===== config.mk =====
export PLATFORM = sky130hd
export DESIGN_NAME = span_pwm_out
export DESIGN_NICKNAME = d
export VERILOG_FILES = /design/src/rtl/spwm_pkg.sv /design/src/rtl/span_ratio_div.sv /design/src/rtl/duty_hold.sv /design/src/rtl/pwm_gen.sv /design/src/rtl/span_pwm_out.sv
export SDC_FILE = /design/constraint.sdc
export NUM_CORES = 1
export LEC_CHECK = 0
export BUFFER_PORTS_ARGS = -buffer_cell sky130_fd_sc_hd__clkbuf_2
export CORE_AREA = 2 2 169 171
export DETAILED_ROUTE_END_ITERATION = 7
export DIE_AREA = 0 0 171 173
export PLACE_DENSITY = 0.75
export SLEW_MARGIN = 20
export SYNTH_ARGS = -nofsm -noshare
export SYNTH_HDL_FRONTEND = slang
export SYNTH_SLANG_ARGS = --single-unit

===== constraint.sdc =====
create_clock -name clk -period 5.4 [get_ports clk]
set_input_delay 0.81 -clock clk [delete_from_list [all_inputs] [get_ports clk]]
set_output_delay 0.81 -clock clk [all_outputs]
set_load 0.005 [all_outputs]

===== src/rtl/spwm_pkg.sv =====
package spwm_pkg;
  typedef enum logic [1:0] {
    CV_IDLE = 2'd0,
    CV_RUN  = 2'd1,
    CV_DONE = 2'd2
  } cv_state_t;
endpackage


===== src/rtl/span_ratio_div.sv =====
module span_ratio_div
  import spwm_pkg::*;
#(
  parameter int CNT_W  = 16,
  parameter int DUTY_W = 8
) (
  input  logic              clk,
  input  logic              rst_n,
  input  logic              start_i,
  input  logic [CNT_W-1:0]  cnt_i,
  input  logic [CNT_W-1:0]  cmin_i,
  input  logic [CNT_W-1:0]  cmax_i,
  output logic              busy_o,
  output logic              done_o,
  output logic [DUTY_W-1:0] duty_o
);
  localparam int FULL   = (1 << DUTY_W) - 1;
  localparam int NUM_W  = CNT_W + DUTY_W;
  localparam int SW     = CNT_W + 2;
  localparam int ITER_W = $clog2(NUM_W + 1);

  cv_state_t          st_q;
  logic [NUM_W-1:0]   num_q;
  logic [NUM_W-1:0]   quo_q;
  logic [CNT_W-1:0]   den_q;
  logic [CNT_W-1:0]   rem_q;
  logic [ITER_W-1:0]  iter_q;

  // Signed span arithmetic, folded so the span is always positive
  logic signed [SW-1:0] n_s, d_s;
  logic                 span_zero, side_low, side_high;
  logic [NUM_W-1:0]     num_start;

  function automatic logic [NUM_W-1:0] scale_full(input logic [CNT_W-1:0] v);
    return NUM_W'(FULL) * NUM_W'(v);
  endfunction

  always_comb begin
    n_s = $signed({2'b00, cmin_i}) - $signed({2'b00, cnt_i});
    d_s = $signed({2'b00, cmin_i}) - $signed({2'b00, cmax_i});
    if (d_s < 0) begin
      n_s = -n_s;
      d_s = -d_s;
    end
    span_zero = (d_s == '0);
    side_low  = (n_s <= 0);
    side_high = (n_s >= d_s);
    num_start = scale_full(n_s[CNT_W-1:0]);
  end

  // One shift-subtract step
  logic [CNT_W:0] rem_ext, rem_sub;
  logic           step_ge;
  always_comb begin
    rem_ext = {rem_q, num_q[NUM_W-1]};
    step_ge = (rem_ext >= {1'b0, den_q});
    rem_sub = step_ge ? (rem_ext - {1'b0, den_q}) : rem_ext;
  end

  wire accept   = start_i && (st_q == CV_IDLE);
  wire last_it  = (st_q == CV_RUN) && (iter_q == '0);

  always_ff @(posedge clk or negedge rst_n) begin
    if (!rst_n) begin
      st_q   <= CV_IDLE;
      num_q  <= '0;
      quo_q  <= '0;
      den_q  <= '0;
      rem_q  <= '0;
      iter_q <= '0;
    end else begin
      unique case (st_q)
        CV_IDLE: begin
          if (accept) begin
            rem_q  <= '0;
            iter_q <= ITER_W'(NUM_W - 1);
            num_q  <= num_start;
            den_q  <= d_s[CNT_W-1:0];
            if (span_zero || side_low) begin
              quo_q <= '0;
              st_q  <= CV_DONE;
            end else if (side_high) begin
              quo_q <= NUM_W'(FULL);
              st_q  <= CV_DONE;
            end else begin
              quo_q <= '0;
              st_q  <= CV_RUN;
            end
          end
        end
        CV_RUN: begin
          rem_q  <= rem_sub[CNT_W-1:0];
          num_q  <= {num_q[NUM_W-2:0], 1'b0};
          quo_q  <= {quo_q[NUM_W-2:0], step_ge};
          iter_q <= iter_q - 1'b1;
          if (last_it) st_q <= CV_DONE;
        end
        default: st_q <= CV_IDLE;
      endcase
    end
  end

  assign busy_o = (st_q != CV_IDLE);
  assign done_o = (st_q == CV_DONE);
  assign duty_o = quo_q[DUTY_W-1:0];

  // the scaled ratio never needs more than DUTY_W bits
  a_r2_quot_fits: assert property (@(posedge clk) disable iff (!rst_n)
    done_o |-> (quo_q[NUM_W-1:DUTY_W] == '0));
  // a conversion is never entered from any state but idle
  a_r9_start_from_idle: assert property (@(posedge clk) disable iff (!rst_n)
    (st_q == CV_RUN) && !$past(st_q == CV_RUN) |-> $past(st_q == CV_IDLE));
endmodule


===== src/rtl/duty_hold.sv =====
module duty_hold #(
  parameter int DUTY_W = 8
) (
  input  logic              clk,
  input  logic              rst_n,
  input  logic              res_vld_i,
  input  logic [DUTY_W-1:0] res_duty_i,
  input  logic              cal_busy_i,
  input  logic              period_end_i,
  output logic [DUTY_W-1:0] duty_act_o
);
  logic [DUTY_W-1:0] held_q;
  logic [DUTY_W-1:0] act_q;

  wire commit = res_vld_i && !cal_busy_i;

  always_ff @(posedge clk or negedge rst_n) begin
    if (!rst_n) begin
      held_q <= '0;
      act_q  <= '0;
    end else begin
      if (commit)       held_q <= res_duty_i;
      if (period_end_i) act_q  <= held_q;
    end
  end

  assign duty_act_o = act_q;

  // nothing is committed while calibration runs
  a_r8_freeze_during_cal: assert property (@(posedge clk) disable iff (!rst_n)
    $past(cal_busy_i) |-> $stable(held_q));
  // the active duty moves only right after a period's last cycle
  a_r7_load_at_boundary: assert property (@(posedge clk) disable iff (!rst_n)
    !$stable(act_q) |-> $past(period_end_i));
endmodule


===== src/rtl/pwm_gen.sv =====
module pwm_gen #(
  parameter int PERIOD_CLKS = 1250,
  parameter int DUTY_W      = 8
) (
  input  logic              clk,
  input  logic              rst_n,
  input  logic [DUTY_W-1:0] duty_i,
  output logic              period_end_o,
  output logic              pwm_o
);
  localparam int FULL   = (1 << DUTY_W) - 1;
  localparam int PH_W   = (PERIOD_CLKS > 1) ? $clog2(PERIOD_CLKS) : 1;
  localparam int PROD_W = $clog2(PERIOD_CLKS + 1) + DUTY_W;

  logic [PH_W-1:0] phase_q;
  logic            pwm_q;

  // High while phase * FULL < duty * PERIOD, i.e. ceil(duty*P/FULL) cycles
  function automatic logic high_at(input logic [PH_W-1:0] ph,
                                   input logic [DUTY_W-1:0] dv);
    logic [PROD_W-1:0] lhs, rhs;
    lhs = PROD_W'(ph) * PROD_W'(FULL);
    rhs = PROD_W'(dv) * PROD_W'(PERIOD_CLKS);
    return lhs < rhs;
  endfunction

  assign period_end_o = (phase_q == PH_W'(PERIOD_CLKS - 1));

  always_ff @(posedge clk or negedge rst_n) begin
    if (!rst_n) begin
      phase_q <= '0;
      pwm_q   <= 1'b0;
    end else begin
      phase_q <= period_end_o ? '0 : phase_q + 1'b1;
      pwm_q   <= high_at(phase_q, duty_i);
    end
  end

  assign pwm_o = pwm_q;

  a_r6_phase_wrap: assert property (@(posedge clk) disable iff (!rst_n)
    period_end_o |=> (phase_q == '0));
  a_r6_zero_duty_low: assert property (@(posedge clk) disable iff (!rst_n)
    (duty_i == '0) |=> !pwm_o);
  a_r6_full_duty_high: assert property (@(posedge clk) disable iff (!rst_n)
    (duty_i == DUTY_W'(FULL)) |=> pwm_o);
endmodule


===== src/rtl/span_pwm_out.sv =====
module span_pwm_out #(
  parameter int CNT_W       = 16,
  parameter int DUTY_W      = 8,
  parameter int PERIOD_CLKS = 1250
) (
  input  logic             clk,
  input  logic             rst_n,
  input  logic             burst_vld_i,
  input  logic [CNT_W-1:0] burst_cnt_i,
  input  logic [CNT_W-1:0] ref_min_cnt_i,
  input  logic [CNT_W-1:0] ref_max_cnt_i,
  input  logic             cal_busy_i,
  output logic             pwm_o
);
  logic              div_busy, div_done, period_end;
  logic [DUTY_W-1:0] div_duty, duty_act;

  // strobes are taken only when idle and not calibrating
  wire conv_start = burst_vld_i && !cal_busy_i && !div_busy;

  span_ratio_div #(.CNT_W(CNT_W), .DUTY_W(DUTY_W)) div_i (
    .clk    (clk),
    .rst_n  (rst_n),
    .start_i(conv_start),
    .cnt_i  (burst_cnt_i),
    .cmin_i (ref_min_cnt_i),
    .cmax_i (ref_max_cnt_i),
    .busy_o (div_busy),
    .done_o (div_done),
    .duty_o (div_duty)
  );

  duty_hold #(.DUTY_W(DUTY_W)) hold_i (
    .clk         (clk),
    .rst_n       (rst_n),
    .res_vld_i   (div_done),
    .res_duty_i  (div_duty),
    .cal_busy_i  (cal_busy_i),
    .period_end_i(period_end),
    .duty_act_o  (duty_act)
  );

  pwm_gen #(.PERIOD_CLKS(PERIOD_CLKS), .DUTY_W(DUTY_W)) gen_i (
    .clk         (clk),
    .rst_n       (rst_n),
    .duty_i      (duty_act),
    .period_end_o(period_end),
    .pwm_o       (pwm_o)
  );

  // a conversion runs only after a strobe seen outside calibration
  a_r9_busy_after_start: assert property (@(posedge clk) disable iff (!rst_n)
    conv_start |=> div_busy);
endmodule


==> results by group, run 1 <==
Routing
  – Post-route DRC: 0
  – DR iter-0 viols: 623
  – DRT antenna net count: 0
  – Routed via count: 13700
  – Via density: roughly 5.5
  – 1st-pass router iterations: 5
  – Routed length per instance: 15.8 um
  – Routed WL: between 30 and 40 mm

Place
  – RePlAce Congestion: 0.922
  – I/O Buffers: 52
  – Hpwl dp: 30.4 mm

GRT
  – Global-route wire length before repair: around 65 mm
  – Vias in the first global route: ~14000
  – Grt total ovfl: 0
  – Initial antenna violation count: 0
  – Pin count of the biggest net entering global routing: 65
  – Overall Global Routing Usage: 26.5%

Clocking
  – Clock tree buffer depth: 2
  – H-tree depth: 3
  – Hold bufs inserted after CTS: 0
  – Clk Latency, worst-skew pair: 0.36 ns
  – Cts bufs inserted: 9
  – Clk sinks: 99
  – CTS tree: done
  – Clk slew on worst S/H paths: 0.07 ns
  – Clock Root Buffer: clkbuf_16

Floorplan
  – CORE AREA: 27600 sq um
  – # IOs: 53
  – Die height: around 170 um
  – DIE WIDTH: around 170 um
  – Row count: 61
  – Total die area: 29600 sq um
  – Initial Utilization: 54.3%

Setup path
  – Crit start category: primary input
  – CP dominant cell by count: fa_1
  – CP max-delay cell: fa_1
  – Crit Path Class: primary input to register
  – Max incr delay on CP: ~0.57 ns
  – Worst Setup End Kind: register
  – WP buf/inv: 8
  – Crit path arrival time: 7.13 ns
  – Worst EP required: 5.63 ns
  – Internal reg-to-reg setup slack: 0.21 ns
  – Critical Path Fanout Max: 7
  – Crit-path leading delay family: adder cells

Logic synthesis
  – Post-synth top area cell: ha_1
  – Cells after synthesis: ~1700
  – Top post-synthesis cells by area: ha_1 19%, dfrtp_1 17%, fa_1 16%
  – Synth top area share: about a fifth
  – Syn. warnings: 0
  – Syn_nets: 2142
  – Fraction of registers with async set/reset: 100%
  – EDFF count, synth: 0
  – Mapped Area: 15000 sq um
  – Distinct cells, synth: 78
  – Syn avg cell area: 8.64 sq um
  – Post-synthesis sequential element count: 99
  – Top FF cell, synth: dfrtp_1
  – Sequential element share of the synthesized area: roughly 17%

Finish
  – Multi-input logic area: around 12000 sq um
  – Layout filler cell count: 1952
  – Synth-to-Final Area Change: 33.0%
  – Commonest non-fill, non-tap cell in the layout: buf_4
  – Most frequent cells in the layout: 330 x buf_4, 275 x inv_1, 211 x ha_1
  – Nets: 2530
  – Register Area: 2490 sq um
  – # diodes: 0
  – Layout cells sized above 1: 31.3%

Flow run
  – Max_cap viols: 0

Min path
  – Hold WC Path Type: register to register

STA
  – Fin crit share: 128%
  – Hold Fails Final Rpt: 0
  – Final worst slack: -1.50 ns
  – Slew Limit Headroom: 44.7%
  – Fmax: 145 MHz
  – Final worst clock skew: 0.0117 ns
  – Unrepaired setup endpoints after global routing: yes
  – Fin Hold WS: approximately 0.48 ns
  – Slew Viols, Final: 0
  – Setup Viol. Count Final: 30
  – Final worst path period need: between 6 and 7 ns
  – Slew @ Worst Pin: 0.819 ns

Run status
  – Run status: complete, but fails checks
  – Failing checks: negative setup slack
==> synthesized netlist by cell type (6+ instances only) <==
cell	count
a211o_1	6
a211oi_1	9
a21boi_0	6
a21o_1	31
a21oi_1	97
a22oi_1	21
a31o_2	6
a31oi_1	13
and2_1	11
and3_1	11
clkbuf_1	30
dfrtp_1	99
fa_1	120
ha_1	233
inv_1	311
mux2_2	14
mux2i_1	6
nand2_1	88
nand2b_1	15
nand3_1	37
nand4_1	18
nor2_1	110
nor2b_1	16
nor3_1	28
o211ai_1	8
o21a_1	26
o21ai_0	97
o21bai_1	17
o22ai_1	12
o31ai_1	9
o41ai_1	7
or2_2	9
or3_1	10
xnor2_1	77
xor2_1	38
==> metal layers <==
metal / vias to the layer above / share of wire, % / track usage [%] / routed length (um)
met2: 325 / 53 / 48.0 / 20900
met5: - / 0 / 0 / 0
met3: 80 / 3.4 / 2.54 / 1370
met1: 6629 / 41 / 33.3 / 16400
li1: 6700 / - / - / -
met4: 0 / 2.6 / 7.63 / 1010
==> sequential cells by signal, summed over array words and instances, names as in the netlist <==
signal,count
div_i.st_q,2
gen_i.phase_q,11
div_i.den_q,16
div_i.iter_q,5
hold_i.held_q,8
gen_i.pwm_o,1
div_i.rem_q,16
div_i.num_q,24
div_i.quo_q,8
hold_i.duty_act_o,8
==> metrics by stage <==
stage	instances	utilization (%)	TNS (ns)	area, sq um	setup slack [ns]
2_1_floorplan	1737	-	-21.83	15600	-1.66
3_3_place_gp	2444	67.1	-36.27	18500	-1.86
3_5_place_dp	2444	67.1	-39.72	18500	-2.05
4_1_cts	2499	70.8	-28.79	19500	-1.33
5_1_grt	2508	72.3	-29.23	20000	-1.73
6_report	2508	72.3	-24.40	20000	-1.50
==> cells by family (layout without fill, tap and decap cells) <==
logic type,after synthesis,in the layout,share of synthesized area [%]
AND/OR/NAND/NOR,385,385,12.6
AO/OA/AOI/OAI,413,413,18.3
multiplexers,20,21,1.45
other,1,1,0.0250
XOR/XNOR,117,117,7.00
adder cells (fa/ha/maj),353,353,35.4
flip-flops,99,99,16.5
buffers and inverters,349,741,8.74
==> timing repair <==
item,in CTS,in global routing
gates resized for setup,83,107
pin swaps,27,65
setup buffers,44,22
endpoints found under the setup margin,31,31
cloned,1,0
hold endpoints to repair,0,0
==> final cells by class <==
type | count | share of cell area [%]
clock buffer | 9 | 1.13
clock inverter | 7 | 0.470
inverter | 312 | 5.93
multi-input combinational | 1290 | 62.0
sequential | 99 | 12.5
tap | 378 | 2.37
timing repair buffer | 413 | 15.7
==> worst register-to-register path, cell delays in order (launching register included) <==
cell	delay, ns
dfrtp_2	0.46
fa_1	0.57
inv_1	0.06
fa_1	0.50
inv_1	0.05
fa_1	0.47
fa_1	0.51
ha_1	0.34
inv_1	0.07
o21bai_1	0.07
a21oi_1	0.18
o21bai_1	0.10
a21oi_2	0.16
o21bai_1	0.09
a21oi_2	0.16
o21ai_2	0.08
xor2_1	0.16
ha_1	0.30
a21o_1	0.19
a2111oi_2	0.34
nand2_1	0.11
o22ai_2	0.16
==> worst paths after layout <==
kind / from / end / cells past startpoint
setup / recovery: ref_min_cnt_i[0] / div_i.num_q[16]$_DFFE_PN0P_ / 29
hold / removal: div_i.den_q[4]$_DFFE_PN0P_ / div_i.den_q[4]$_DFFE_PN0P_ / 2
setup reg to reg: gen_i.phase_q[3]$_DFF_PN0_ / gen_i.pwm_o$_DFF_PN0_ / 21
hold reg to reg: div_i.den_q[4]$_DFFE_PN0P_ / div_i.den_q[4]$_DFFE_PN0P_ / 2
max in group asynchronous: rst_n / hold_i.duty_act_o[3]$_DFFE_PN0N_ / 2
min in group asynchronous: rst_n / div_i.num_q[22]$_DFFE_PN0P_ / 1
Power of run 1 is not shown: default switching activity piles up to over one toggle a cycle in this logic, so the estimate is an artifact.
==> run 2, diff against run 1 <==
Settings changed: ABC_AREA set to 1, CORE_AREA 2 2 169 171 to 2 2 171 173, DIE_AREA 0 0 171 173 to 0 0 173 175.
==> run 2 against run 1 <==
Compared with the run above: the run still ends with negative setup slack left; area after synthesis rose by 2.2%; final cell count increased by 10%; first-iteration DRC count is 18% higher; critical path depth rose by 5; largest cell class unchanged.
==> results by group, run 2 <==
STA
  – Setup Viol. Count Final: 18 (-40%)
  – Slew Viols, Final: 0 (unchanged)
  – Fin crit share: 124% (-3.6 points)
  – Final worst clock skew: 0.00656 ns (-0.00518 ns)
  – Final worst slack: -1.30 ns (+0.195 ns)
  – Final worst path period need: 6.70 ns (-0.195 ns)
  – Slew Limit Headroom: 38.2% (-6.6 points)
  – Fmax: 149 MHz (+2.9%)
  – Setup TNS: -13.67 ns (+10.74 ns)
  – Unrepaired setup endpoints after global routing: yes
  – Slew @ Worst Pin: 0.927 ns (+0.108 ns)
  – Hold Fails Final Rpt: 0 (unchanged)

Logic synthesis
  – Cells after synthesis: 2042 (+18%)
  – Most common cell in the synthesized netlist: nand2_1
  – Post-synth top area cell: ha_1
  – Top post-synthesis cells by area: ha_1 19%, dfrtp_1 16%, fa_1 16%
  – Mapped Area: 15300 sq um (+2.2%)
  – Syn. warnings: 0 (unchanged)
  – EDFF count, synth: 0 (unchanged)
  – Top FF cell, synth: dfrtp_1
  – Distinct cells, synth: 54 (-31%)
  – Sequential element share of the synthesized area: 16.1% (-0.36 points)
  – Syn_nets: 2447 (+14%)
  – Post-synthesis sequential element count: 99 (unchanged)
  – Post-synth top cells: 448 x nand2_1, 435 x inv_1, 233 x ha_1
  – Fraction of registers with async set/reset: 100% (unchanged)
  – Syn avg cell area: 7.52 sq um (-13%)
  – Synth top area share: 19.0% (-0.43 points)

Setup path
  – Critical Path Fanout Max: 4 (-3)
  – FF-to-FF End: gen_i.pwm_o$_DFF_PN0_
  – Worst Setup End Kind: register
  – Worst EP required: 5.61 ns (-0.02 ns)
  – CP max-delay cell: fa_2
  – Crit start category: primary input
  – Crit path arrival time: 6.91 ns (-0.22 ns)
  – Max incr delay on CP: 0.62 ns (+0.05 ns)
  – CP dominant cell by count: inv_2
  – Worst r2r src: gen_i.phase_q[2]$_DFF_PN0_
  – Crit Path Class: primary input to register
  – R2R cell count: 21 (unchanged)
  – Internal reg-to-reg setup slack: 0.02 ns (-0.19 ns)

Routing
  – Routed length per instance: 15.7 um (-0.80%)
  – DRT antenna net count: 0 (unchanged)
  – Routed via count: 14800 (+7.7%)
  – Post-route DRC: 0 (unchanged)
  – DR iter-0 viols: 736 (+18%)
  – 1st-pass router iterations: 6 (+1)
  – Routed WL: 43.5 mm (+9.4%)
  – Via density: 5.35 (-2.4%)

Clocking
  – Cts bufs inserted: 9 (unchanged)
  – H-tree depth: 3 (unchanged)
  – Clk Latency, worst-skew pair: 0.34 ns (-0.02 ns)
  – Clk sinks: 99 (unchanged)
  – Clk slew on worst S/H paths: 0.07 ns (about the same)
  – Clock Root Buffer: clkbuf_16
  – Clock tree buffer depth: 2 (unchanged)
  – CTS tree: done

Place
  – Hpwl dp: 32.4 mm (+6.8%)
  – RePlAce Congestion: 0.919 (-0.30%)
  – Placed cell areas: 18200 sq um (-1.8%)
  – I/O Buffers: 52 (unchanged)

Finish
  – Layout cells sized above 1: 27.7% (-3.6 points)
  – Max reg flops: 24 (unchanged)
  – Largest Register: div_i.num_q
  – # diodes: 0 (unchanged)
  – Most frequent cells in the layout: 424 x nand2_1, 395 x inv_1, 280 x buf_4
  – Synth-to-Final Area Change: 29.9%
  – Commonest non-fill, non-tap cell in the layout: nand2_1
  – Nets: 2784 (+10%)
  – Final instance area: 19900 sq um (-0.14%)
  – Top Registers: div_i.num_q x24, div_i.den_q x16, div_i.rem_q x16

GRT
  – Pin count of the biggest net entering global routing: 70 (+7.7%)
  – Initial antenna violation count: 0 (unchanged)
  – Vias in the first global route: 15200 (+7.8%)
  – Overall Global Routing Usage: 27.4% (+0.91 points)
  – Grt total ovfl: 0 (unchanged)
  – Most Crowded Layer GR: met2
  – Global-route wire length before repair: 69.1 mm (+6.7%)
  – M2 GR Usage: 51.9% (+4.0 points)
  – Grt met3 use: 2.35% (-0.19 points)
  – Met1 Use GR: 31.7% (-1.6 points)

Min path
  – Hold EP: hold_i.duty_act_o[6]$_DFFE_PN0N_
  – Hold WC Path Type: register to register
  – Startpoint of the worst hold path: hold_i.held_q[6]$_DFFE_PN0P_
  – Hold path cells: 2 (unchanged)

Floorplan
  – Row count: 62 (+1.6%)
  – Initial Utilization: 54.0% (-0.27 points)
  – CORE AREA: 28400 sq um (+2.8%)
  – Total die area: 30300 sq um (+2.3%)
  – # IOs: 53 (unchanged)
  – Die height: 175 um (+1.2%)
  – DIE WIDTH: 173 um (+1.2%)

Run status
  – Run status: complete, but fails checks
  – Failing checks: negative setup slack

Flow run
  – Max_cap viols: 0 (unchanged)
## run 2: metrics by stage
| step | hold WS (ns) | setup slack, ns | utilization (%) | std cells |
|---|---|---|---|---|
| after global routing | 0.519 | -1.54 | 70.2 | 2766 |
| final | 0.477 | -1.30 | 70.2 | 2766 |
| after floorplan | 0.444 | -1.21 | - | 2042 |
| after CTS | 0.482 | -0.818 | 68.0 | 2739 |
| after global placement | 0.455 | -1.37 | 64.1 | 2695 |
| after detailed placement | 0.471 | -1.61 | 64.1 | 2695 |
## run 2: worst max-delay path by stage
stage                     start                          end  cells after the start
3_3_place_gp   ref_min_cnt_i[0]  div_i.num_q[20]$_DFFE_PN0P_                     34
5_1_grt        ref_min_cnt_i[0]  div_i.num_q[21]$_DFFE_PN0P_                     34
4_1_cts        ref_min_cnt_i[0]  div_i.num_q[20]$_DFFE_PN0P_                     35
3_5_place_dp   ref_min_cnt_i[0]  div_i.num_q[18]$_DFFE_PN0P_                     31
2_1_floorplan  ref_min_cnt_i[0]  div_i.num_q[21]$_DFFE_PN0P_                     37
6_report       ref_min_cnt_i[0]  div_i.num_q[21]$_DFFE_PN0P_                     34
## run 2: final cells by class
type	instances	area [sq um]
multi-input cells	1466	12300
flip-flops and latches	99	2480
clock buffers	10	239
inverters	451	1730
repair buffers	352	2630
well taps	384	480
fillers	2040	8450
clock inverters	4	76.3
## run 2: cell families (layout without fill, tap and decap cells)
group,count (synthesis),after routing,share of synthesized area (%)
simple gates,729,729,20.9
other cells,1,1,0.0244
buf+inv,477,817,11.9
compound gates,291,291,10.9
flops,99,99,16.1
fa+ha+maj,353,353,34.7
xor+xnor,84,84,4.84
mux,8,8,0.587
## run 2: per-layer routing
| layer | part of all wire (%) | wire (um) |
|---|---|---|
| met1 | 40 | 17200 |
| met2 | 52 | 22600 |
| met3 | 3.7 | 1630 |
| met4 | 4.8 | 2080 |
| met5 | 0 | 0 |
## run 2: critical path, delay by kind of cell
family	cells	cell delay (ns)
simple gates	7	0.71
fa+ha+maj	7	3.23
xor+xnor	1	0.18
buf+inv	11	0.89
compound gates	8	1.09
## run 2: timing repair
action                                  in CTS  in global routing
hold buffers                                 0                  0
buffers inserted                            32                 27
pin swaps                                   83                 61
endpoints found under the setup margin      19                 19
gates resized for setup                    117                 98
Power of run 2 is left out for the same reason.
